`config.mk`:
```
export PLATFORM = sky130hd
export DESIGN_NAME = fs_ecc_pipe
export DESIGN_NICKNAME = d
export VERILOG_FILES = /design/src/rtl/fs_ecc_pkg.sv /design/src/rtl/fs_syndrome_det.sv /design/src/rtl/fs_retry_stage.sv /design/src/rtl/fs_ecc_pipe.sv
export SDC_FILE = /design/constraint.sdc
export NUM_CORES = 1
export LEC_CHECK = 0
export BUFFER_PORTS_ARGS = -buffer_cell sky130_fd_sc_hd__buf_2
export CAP_MARGIN = 20
export CORE_ASPECT_RATIO = 0.9
export CORE_MARGIN = 3
export CORE_UTILIZATION = 35
export DETAILED_ROUTE_END_ITERATION = 7
export GPL_TIMING_DRIVEN = 0
export PLACE_DENSITY = 0.56
export SYNTH_ARGS = -nofsm -noshare
export SYNTH_HDL_FRONTEND = slang
export SYNTH_SLANG_ARGS = --single-unit
```
`constraint.sdc`:
```
create_clock -name clk -period 4.73 [get_ports clk]
set_clock_uncertainty 0.15 [all_clocks]
set_input_delay 0.2365 -clock clk [delete_from_list [all_inputs] [get_ports clk]]
set_output_delay 0.2365 -clock clk [all_outputs]
set_load 0.05 [all_outputs]
```
`src/rtl/fs_ecc_pkg.sv`:
```
package fs_ecc_pkg;
  localparam int CW_N   = 15;
  localparam int INFO_K = 7;
  localparam int PAR_W  = CW_N - INFO_K;
  // generator without its leading x^8 term: x^7 + x^6 + x^4 + 1
  localparam logic [PAR_W-1:0] GEN_LOW = 8'b1101_0001;

  // one parity check: bits m, m-4, m-6, m-7 (mod 15)
  function automatic logic check_sum(input logic [CW_N-1:0] c, input int m);
    logic [CW_N-1:0] sel;
    sel = (CW_N'(1) << m) | (CW_N'(1) << ((m + 11) % CW_N))
        | (CW_N'(1) << ((m + 9) % CW_N)) | (CW_N'(1) << ((m + 8) % CW_N));
    return ^(c & sel);
  endfunction

  // systematic encoder: data on top, remainder of x^8 d(x) / g(x) below
  function automatic logic [CW_N-1:0] encode_info(input logic [INFO_K-1:0] d);
    logic [PAR_W-1:0]  r;
    logic [INFO_K-1:0] s;
    logic              fb;
    r = '0;
    s = d;
    for (int b = 0; b < INFO_K; b++) begin
      fb = s[INFO_K-1] ^ r[PAR_W-1];
      s  = s << 1;
      r  = r << 1;
      if (fb) r = r ^ GEN_LOW;
    end
    return {d, r};
  endfunction

  // one-step majority vote over the four checks orthogonal on each bit
  function automatic logic [CW_N-1:0] correct_word(input logic [CW_N-1:0] c);
    logic [CW_N-1:0] flip;
    int cnt;
    flip = '0;
    for (int i = 0; i < CW_N; i++) begin
      cnt = int'(check_sum(c, i)) + int'(check_sum(c, (i + 4) % CW_N))
          + int'(check_sum(c, (i + 6) % CW_N)) + int'(check_sum(c, (i + 7) % CW_N));
      if (cnt >= 3) flip = flip | (CW_N'(1) << i);
    end
    return c ^ flip;
  endfunction
endpackage

```
`src/rtl/fs_syndrome_det.sv`:
```
module fs_syndrome_det #(
  parameter int N = fs_ecc_pkg::CW_N
) (
  input  logic [N-1:0] cw,
  output logic         err
);
  logic [N-1:0] syn;

  // separate XOR cone per check bit, nothing shared between them
  for (genvar m = 0; m < N; m++) begin : g_chk
    assign syn[m] = cw[m] ^ cw[(m + N - 4) % N] ^ cw[(m + N - 6) % N] ^ cw[(m + N - 7) % N];
  end

  assign err = |syn;
endmodule

```
`src/rtl/fs_retry_stage.sv`:
```
module fs_retry_stage #(
  parameter int N         = fs_ecc_pkg::CW_N,
  parameter int K         = fs_ecc_pkg::INFO_K,
  parameter int IW        = K,
  parameter int OW        = N,
  parameter int MAX_RETRY = 3,
  parameter bit CORRECT   = 1'b0,
  localparam int TW       = $clog2(MAX_RETRY + 1)
) (
  input  logic          clk,
  input  logic          rst,
  input  logic          in_valid,
  output logic          in_ready,
  input  logic [IW-1:0] in_word,
  input  logic [N-1:0]  flip,
  output logic          out_valid,
  output logic [OW-1:0] out_word,
  output logic          out_bad,
  output logic [TW-1:0] out_tries,
  output logic          out_fixed,
  output logic          out_uncorr
);
  logic [IW-1:0] src_q, calc_src;
  logic [N-1:0]  cw_q, calc_cw;
  logic          v_q, fix_q, calc_fix, det_err, retry, finish;
  logic [TW-1:0] tries_q;

  fs_syndrome_det #(.N(N)) det_i (.cw(cw_q), .err(det_err));

  assign retry    = v_q & det_err & (tries_q != TW'(MAX_RETRY));
  assign finish   = v_q & ~retry;
  assign in_ready = ~retry;
  assign calc_src = retry ? src_q : in_word;

  if (CORRECT) begin : g_corrector
    always_comb begin
      calc_cw  = fs_ecc_pkg::correct_word(calc_src);
      calc_fix = (calc_cw != calc_src);
    end
  end else begin : g_encoder
    always_comb begin
      calc_cw  = fs_ecc_pkg::encode_info(calc_src);
      calc_fix = 1'b0;
    end
  end

  always_ff @(posedge clk) begin
    if (rst) begin
      v_q        <= 1'b0;
      src_q      <= '0;
      cw_q       <= '0;
      fix_q      <= 1'b0;
      tries_q    <= '0;
      out_valid  <= 1'b0;
      out_word   <= '0;
      out_bad    <= 1'b0;
      out_tries  <= '0;
      out_fixed  <= 1'b0;
      out_uncorr <= 1'b0;
    end else begin
      out_valid <= finish;
      if (finish) begin
        out_word  <= cw_q[N-1 -: OW];
        out_bad   <= det_err;
        out_tries <= tries_q;
        out_fixed <= fix_q;
        if (det_err) out_uncorr <= 1'b1;
      end
      if (retry) begin
        cw_q    <= calc_cw ^ flip;
        fix_q   <= calc_fix;
        tries_q <= tries_q + 1'b1;
      end else if (in_valid) begin
        src_q   <= in_word;
        cw_q    <= calc_cw ^ flip;
        fix_q   <= calc_fix;
        tries_q <= '0;
        v_q     <= 1'b1;
      end else begin
        v_q <= 1'b0;
      end
    end
  end
endmodule

```
`src/rtl/fs_ecc_pipe.sv`:
```
module fs_ecc_pipe #(
  parameter int MAX_RETRY = 3,
  localparam int N  = fs_ecc_pkg::CW_N,
  localparam int K  = fs_ecc_pkg::INFO_K,
  localparam int TW = $clog2(MAX_RETRY + 1)
) (
  input  logic          clk,
  input  logic          rst,
  input  logic          wr_valid,
  output logic          wr_ready,
  input  logic [K-1:0]  wr_data,
  input  logic [N-1:0]  wr_fault_mask,
  output logic          wr_cw_valid,
  output logic [N-1:0]  wr_cw,
  output logic          wr_cw_bad,
  output logic [TW-1:0] wr_retries,
  output logic          wr_uncorr,
  input  logic          rd_valid,
  output logic          rd_ready,
  input  logic [N-1:0]  rd_cw,
  input  logic [N-1:0]  rd_fault_mask,
  output logic          rd_out_valid,
  output logic [K-1:0]  rd_data,
  output logic          rd_bad,
  output logic          rd_mem_fixed,
  output logic          rd_logic_fault,
  output logic [TW-1:0] rd_retries,
  output logic          rd_uncorr
);
  logic wr_fixed_nc;

  fs_retry_stage #(
    .N(N), .K(K), .IW(K), .OW(N), .MAX_RETRY(MAX_RETRY), .CORRECT(1'b0)
  ) enc_i (
    .clk(clk), .rst(rst),
    .in_valid(wr_valid), .in_ready(wr_ready), .in_word(wr_data), .flip(wr_fault_mask),
    .out_valid(wr_cw_valid), .out_word(wr_cw), .out_bad(wr_cw_bad),
    .out_tries(wr_retries), .out_fixed(wr_fixed_nc), .out_uncorr(wr_uncorr)
  );

  fs_retry_stage #(
    .N(N), .K(K), .IW(N), .OW(K), .MAX_RETRY(MAX_RETRY), .CORRECT(1'b1)
  ) cor_i (
    .clk(clk), .rst(rst),
    .in_valid(rd_valid), .in_ready(rd_ready), .in_word(rd_cw), .flip(rd_fault_mask),
    .out_valid(rd_out_valid), .out_word(rd_data), .out_bad(rd_bad),
    .out_tries(rd_retries), .out_fixed(rd_mem_fixed), .out_uncorr(rd_uncorr)
  );

  assign rd_logic_fault = |rd_retries;
endmodule

```
# After elaboration in Yosys (flattened, before gate mapping)
# Cells that the tools add are included.
word_totals:
  word_cells: 258
  out_inout_bits: 36
  reg_bits: 92
  in_bits: 56
op_classes:
  mux: 36
  n_lt_le_gt_ge: 15
  addsub: 47
  n_eq_ne: 3
  n_reduce_logical: 24
  bitwise: 113
op_table:
  columns: ["operator", "count"]
  rows:
  - ["adder 32 x 2 -> 32 bit", 30]
  - [">= comparator 32 x 3 -> 1 bit, second input constant", 15]
  - ["XOR reduction 15 bit", 15]
  - ["XOR 1 bit", 96]
  - ["two-way mux 15 bit", 6]
  - ["two-way mux 8 bit", 8]
  - ["XOR 15 bit", 3]
  - ["adder 1 x 1 -> 2 bit", 15]
  - ["OR reduction 15 bit", 2]
  - ["inverter 4 bit", 6]
  - ["!= test 15 bit", 1]
  - ["two-way mux 14 bit", 1]
  - ["two-way mux 7 bit", 2]
  - ["two-way mux 13 bit", 1]
  - ["two-way mux 12 bit", 1]
  - ["two-way mux 11 bit", 1]
  - ["two-way mux 10 bit", 1]
  - ["two-way mux 2 bit", 5]
  - ["two-way mux 9 bit", 1]
  - ["AND reduction 2 bit", 4]
  - ["AND 1 bit", 6]
  - ["two-way mux 6 bit", 1]
  - ["two-way mux 1 bit", 5]
  - ["two-way mux 5 bit", 1]
  - ["7 further kinds", 11]

# Depth between registers and ports, before layout
logic_depth:
  ltp_word: 31
  ltp_mapped: 23
  ltp_nobuf: 19

# Hierarchy
# From an unflattened synthesis, not the netlist that was laid out.
hier_totals:
  cells_unflattened: 775
  hier_area_um2: 6872.8
modules_own_cells:
  columns: ["module", "area_per_inst_um2", "cells_per_inst", "instances"]
  rows:
  - ["fs_retry_stage (cor_i)", 3947.5, 433, 1]
  - ["fs_retry_stage (enc_i)", 2331.0, 269, 1]
  - ["fs_syndrome_det", 294.0, 36, 2]
  - ["fs_ecc_pipe", 6.3, 1, 1]

# Worst setup path before layout
# OpenSTA, ideal clock, no wires.
synth_path:
  kind: "register to register"
  startpoint: "reg cor_i.cw_q[12]"
  endpoint: "reg cor_i.cw_q[12]"
  slack_ns: -0.140
  path_stages_with_launch: 19
  arrival_time_ns: 4.598
  required_ns: 4.458
  path_cell_list: "dfxtp_1 -> xnor3_1 -> mux2i_1 -> o211ai_1 -> o41ai_1 -> buf_2 -> buf_4 -> mux2i_1 -> xnor2_1 -> xor2_1 -> ha_1 -> maj3_1 -> ha_1 -> nand2_1 -> or2_2 -> a21boi_0 -> nor3_1 -> and3_1 -> a311o_1"
synth_between:
  elab_chain_cells: 19
  word_cells_on_any_way: 29
  cone_classes: "3 x add/sub; 1 x order compare; 6 x mux; 13 x bitwise; 6 x reduce/logical"
synth_rtl:
  columns: ["item", "line_no", "source"]
  rows:
  - ["start: declaration", "fs_retry_stage.sv:24", "logic [N-1:0] cw_q, calc_cw;"]
  - ["start signal: assignment", "fs_retry_stage.sv:70", "cw_q <= calc_cw ^ flip;"]
  - ["start signal: assignment", "fs_retry_stage.sv:75", "cw_q <= calc_cw ^ flip;"]
  - ["XOR 1 bit (3 in a row)", "fs_syndrome_det.sv:11", "assign syn[m] = cw[m] ^ cw[(m + N - 4) % N] ^ cw[(m + N - 6) % N] ^ cw[(m + N - 7) % N];"]
  - ["OR reduction 15 bit *", "fs_syndrome_det.sv:14", "assign err = |syn;"]
  - ["AND 1 bit * (2 in a row)", "fs_retry_stage.sv:30", "assign retry = v_q & det_err & (tries_q != TW'(MAX_RETRY));"]
  - ["two-way mux 15 bit", "fs_retry_stage.sv:33", "assign calc_src = retry ? src_q : in_word;"]
  - ["XOR reduction 15 bit", "fs_ecc_pkg.sv:13", "return ^(c & sel);"]
  - ["adder 1 x 1 -> 2 bit", "fs_ecc_pkg.sv:38", "cnt = int'(check_sum(c, i)) + int'(check_sum(c, (i + 4) % CW_N))"]
  - ["adder 32 x 2 -> 32 bit (2 in a row)", "fs_ecc_pkg.sv:39", "+ int'(check_sum(c, (i + 6) % CW_N)) + int'(check_sum(c, (i + 7) % CW_N));"]
  - [">= comparator 32 x 3 -> 1 bit", "fs_ecc_pkg.sv:40", "if (cnt >= 3) flip = flip | (CW_N'(1) << i);"]
  - ["two-way mux 13 bit", "fs_ecc_pkg.sv:40", null]
  - ["two-way mux 14 bit", "fs_ecc_pkg.sv:40", null]
  - ["two-way mux 15 bit", "fs_ecc_pkg.sv:40", null]
  - ["XOR 15 bit", "fs_ecc_pkg.sv:42", "return c ^ flip;"]
  - ["XOR 15 bit", "fs_retry_stage.sv:70, fs_retry_stage.sv:75", null]
  - ["two-way mux 15 bit", "fs_retry_stage.sv:73", "end else if (in_valid) begin"]
  - ["two-way mux 15 bit", "fs_retry_stage.sv:69", "if (retry) begin"]
# Every way passes the cells marked *; elsewhere a longest branch is shown, timed or not. The select of a mux whose other input is x is not followed.
# A chain may end at the register's enable or synchronous reset.

# Final worst setup path
layout_path:
  startpoint: "reg cor_i.cw_q[14]"
  endpoint: "reg cor_i.fix_q"
layout_between:
  elab_chain_cells: 31
  word_cells_on_any_way: 108
  cone_classes: "45 x add/sub; 15 x order compare; 1 x eq/ne; 18 x mux; 12 x bitwise; 17 x reduce/logical"
layout_rtl:
  columns: ["item", "line_no", "source"]
  rows:
  - ["XOR 1 bit (3 in a row)", "fs_syndrome_det.sv:11", null]
  - ["OR reduction 15 bit *", "fs_syndrome_det.sv:14", null]
  - ["AND 1 bit * (2 in a row)", "fs_retry_stage.sv:30", null]
  - ["two-way mux 15 bit", "fs_retry_stage.sv:33", null]
  - ["XOR reduction 15 bit", "fs_ecc_pkg.sv:13", null]
  - ["adder 1 x 1 -> 2 bit", "fs_ecc_pkg.sv:38", null]
  - ["adder 32 x 2 -> 32 bit (2 in a row)", "fs_ecc_pkg.sv:39", null]
  - [">= comparator 32 x 3 -> 1 bit", "fs_ecc_pkg.sv:40", null]
  - ["(+11 left out)", null, null]
  - ["two-way mux 12 bit", "fs_ecc_pkg.sv:40", null]
  - ["two-way mux 13 bit", "fs_ecc_pkg.sv:40", null]
  - ["two-way mux 14 bit", "fs_ecc_pkg.sv:40", null]
  - ["two-way mux 15 bit", "fs_ecc_pkg.sv:40", null]
  - ["XOR 15 bit", "fs_ecc_pkg.sv:42", null]
  - ["!= test 15 bit", "fs_retry_stage.sv:38", "calc_fix = (calc_cw != calc_src);"]
  - ["two-way mux 1 bit", "fs_retry_stage.sv:73", null]
  - ["two-way mux 1 bit", "fs_retry_stage.sv:69", null]
  - ["end signal: assignment", "fs_retry_stage.sv:71", "fix_q <= calc_fix;"]
  - ["end signal: assignment", "fs_retry_stage.sv:76", "fix_q <= calc_fix;"]
  - ["end: declaration", "fs_retry_stage.sv:25", "logic v_q, fix_q, calc_fix, det_err, retry, finish;"]
# Marked as above.

==> metrics <==
outcome=finished with violations; failing checks=setup timing; starting density of the core=0.364; initial DRC count=409; Final Max Slew Viols=0; # nets final=1,063; Via density=5.11; DR vias=6,241; Power Density=576 mW/mm2; fin crit share=1.03; worst slew pin tran=0.885 ns; # H-tree levels=3; Net Count, Synth=932; synthesized area=0.00716 mm2; Horiz. Die Dim=157 um; vias in the first global route=5,821; most frequent cells in the layout=xnor2_1 (127), nand2_1 (100), buf_2 (81), dfxtp_1 (81), a21oi_1 (66); Die Y=142 um; total wire length=22,400 um; WL per Instance=18.3 um; Post-Place Cells=1,161; Fin Hold WS=0.0582 ns; Worst slew margin=0.410; largest net degree at the start of global routing=14; Cell variety after synth=53; maxcap violations=0; Seq/Total Area, Yosys=0.257; flops & latches, synth=92; io pins=92; Overall Global Routing Usage=0.196; Buffers on Ports=75; synth warn=0; Cell Count, Final, Fillers Out=1,222; commonest non-fill, non-tap cell in the layout=xnor2_1; # rows=48; Clock Path Buffers=2; CP Capture Type=register; ys flop type=dfxtp_1; Antenna Nets Post-Route=0; static leakage=0.00383 uW; setup violators final=4; startpoint type of the worst setup path=register; drt drc=0; Setup CP Type=reg -> reg; min-delay worst type=in -> reg; Post-synth EDFFs=0; initial antenna violation count=1; RD Place Congestion=0.883; Core ar.=0.0196 mm2; DIE AREA=0.0222 mm2; worst endpoint required time=4.82 ns; P&R area growth vs syn=29.4%; antenna cells=0; first-pass detailed-route iteration total=5; CTS tree=done; Final Hold Fails=0; share of cells above drive strength 1=0.253; Congestion Overflow GR=0; post-synthesis async set-or-reset flop share=0; critical path arrival=4.99 ns; clock root buffer=clkbuf_16; maximum vdd ir drop=0.298 mV; Syn Area/Cell=8.56 um2; post-layout minimum cycle time=4.89 ns; worst-path fanout max=5; Setup WS post-layout=-0.165 ns; post-DP HPWL=16,400 um; Mapped Cells=836; worst-skew pair later-pin latency=0.35 ns; RSZ-0062 raised after global routing=yes; Worst-path clk slew=0.07 ns; filler cell count in the final layout=1,893; Sink Count=92; first-pass GRT wire length=33,700 um; number of CTS-inserted buffers=9; fmax=0.204 GHz
## sequential cells by signal (all words and copies together), names as in the netlist, 2 cells and up
name / flops
enc_i.tries_q: 2
cor_i.src_q: 15
enc_i.out_word: 15
enc_i.out_tries: 2
enc_i.cw_q: 15
cor_i.cw_q: 15
cor_i.tries_q: 2
cor_i.out_word: 7
cor_i.out_tries: 2
enc_i.src_q: 7
## per-stage QoR
stage	total power, uW	setup TNS [ns]	util	area [um2]	setup slack (ns)
after global routing	5690	-1.79	0.472	9260	-0.358
after floorplan	2970	0	-	7170	0.0203
after detailed placement	3500	-6.01	0.400	7860	-1.01
final	5330	-0.470	0.472	9260	-0.165
after global placement	3470	-6.02	0.400	7860	-1.04
after CTS	4550	-0.0958	0.438	8600	-0.0958
## final cells by class
type                       count  area [um2]  share of cell area
buffer                        67         313              0.0338
clock buffer                  15         278              0.0300
clock inverter                 1        5.00            0.000540
inverter                      23        86.3             0.00932
multi-input combinational    653        5640               0.609
sequential                    92        1870               0.202
tap                          250         313              0.0338
timing repair buffer         121         754              0.0815
## cells by family after synthesis
family / Yosys count / synth area share
xor+xnor: 222 / 0.316
simple gates: 212 / 0.128
compound gates: 147 / 0.125
flops: 92 / 0.257
buf+inv: 91 / 0.0514
fa+ha+maj: 42 / 0.0790
mux: 30 / 0.0428
## synth_stat cells (21+ instances only)
library cell,count,area share
nor2_1,45,0.024
xnor2_1,143,0.17
a211oi_1,21,0.022
xor2_1,56,0.069
dfxtp_1,92,0.26
a21oi_1,85,0.059
clkbuf_1,52,0.027
nand3_1,36,0.025
mux2i_1,25,0.035
ha_1,34,0.059
inv_1,22,0.012
nand2_1,101,0.053
## critical path: stages (launching register included)
cell	delay, ns
dfxtp_4	0.38
xnor3_1	0.40
mux2i_1	0.18
o211ai_1	0.19
o41ai_4	0.42
buf_6	0.20
buf_6	0.11
mux2i_4	0.32
buf_4	0.17
buf_6	0.09
xnor2_1	0.15
ha_1	0.30
xor2_1	0.18
ha_2	0.21
a21o_1	0.18
ha_4	0.22
a21oi_2	0.14
nand4_1	0.16
nor4_2	0.26
nand3_1	0.12
o221a_2	0.25
## path summary, 6_finish.rpt
path / startpoint / end / slack [ns] / cells past startpoint
min reg2reg: cor_i.out_uncorr$_SDFFE_PP0P_ / cor_i.out_uncorr$_SDFFE_PP0P_ / 0.29 / 2
max reg2reg: cor_i.cw_q[14]$_SDFFE_PP0P_ / cor_i.fix_q$_SDFFE_PP0P_ / -0.16 / 20
max: cor_i.cw_q[14]$_SDFFE_PP0P_ / cor_i.fix_q$_SDFFE_PP0P_ / -0.16 / 20
min: wr_fault_mask[1] / enc_i.cw_q[1]$_SDFFE_PP0P_ / 0.06 / 3
## layer usage
metal / GRT usage / wire length (um) / vias up
li1: - / - / 3052
met1: 0.296 / 10700 / 2989
met2: 0.289 / 9930 / 179
met3: 0.0439 / 1440 / 19
met4: 0.0304 / 234 / 2
met5: 0 / 13 / -
## where the power goes
group          switching (uW)  internal (uW)
combinational            1780           1810
sequential                147            896
clock                     299            400
## repair_timing
| item | CTS | global route |
|---|---|---|
| cloned | 1 | 0 |
| resized for setup | 68 | 80 |
| setup endpoints to repair | 15 | 15 |
| pin swaps | 20 | 51 |
| hold buffers | 0 | 0 |
| buffers inserted | 22 | 24 |
(Power assumes the default switching activity.)
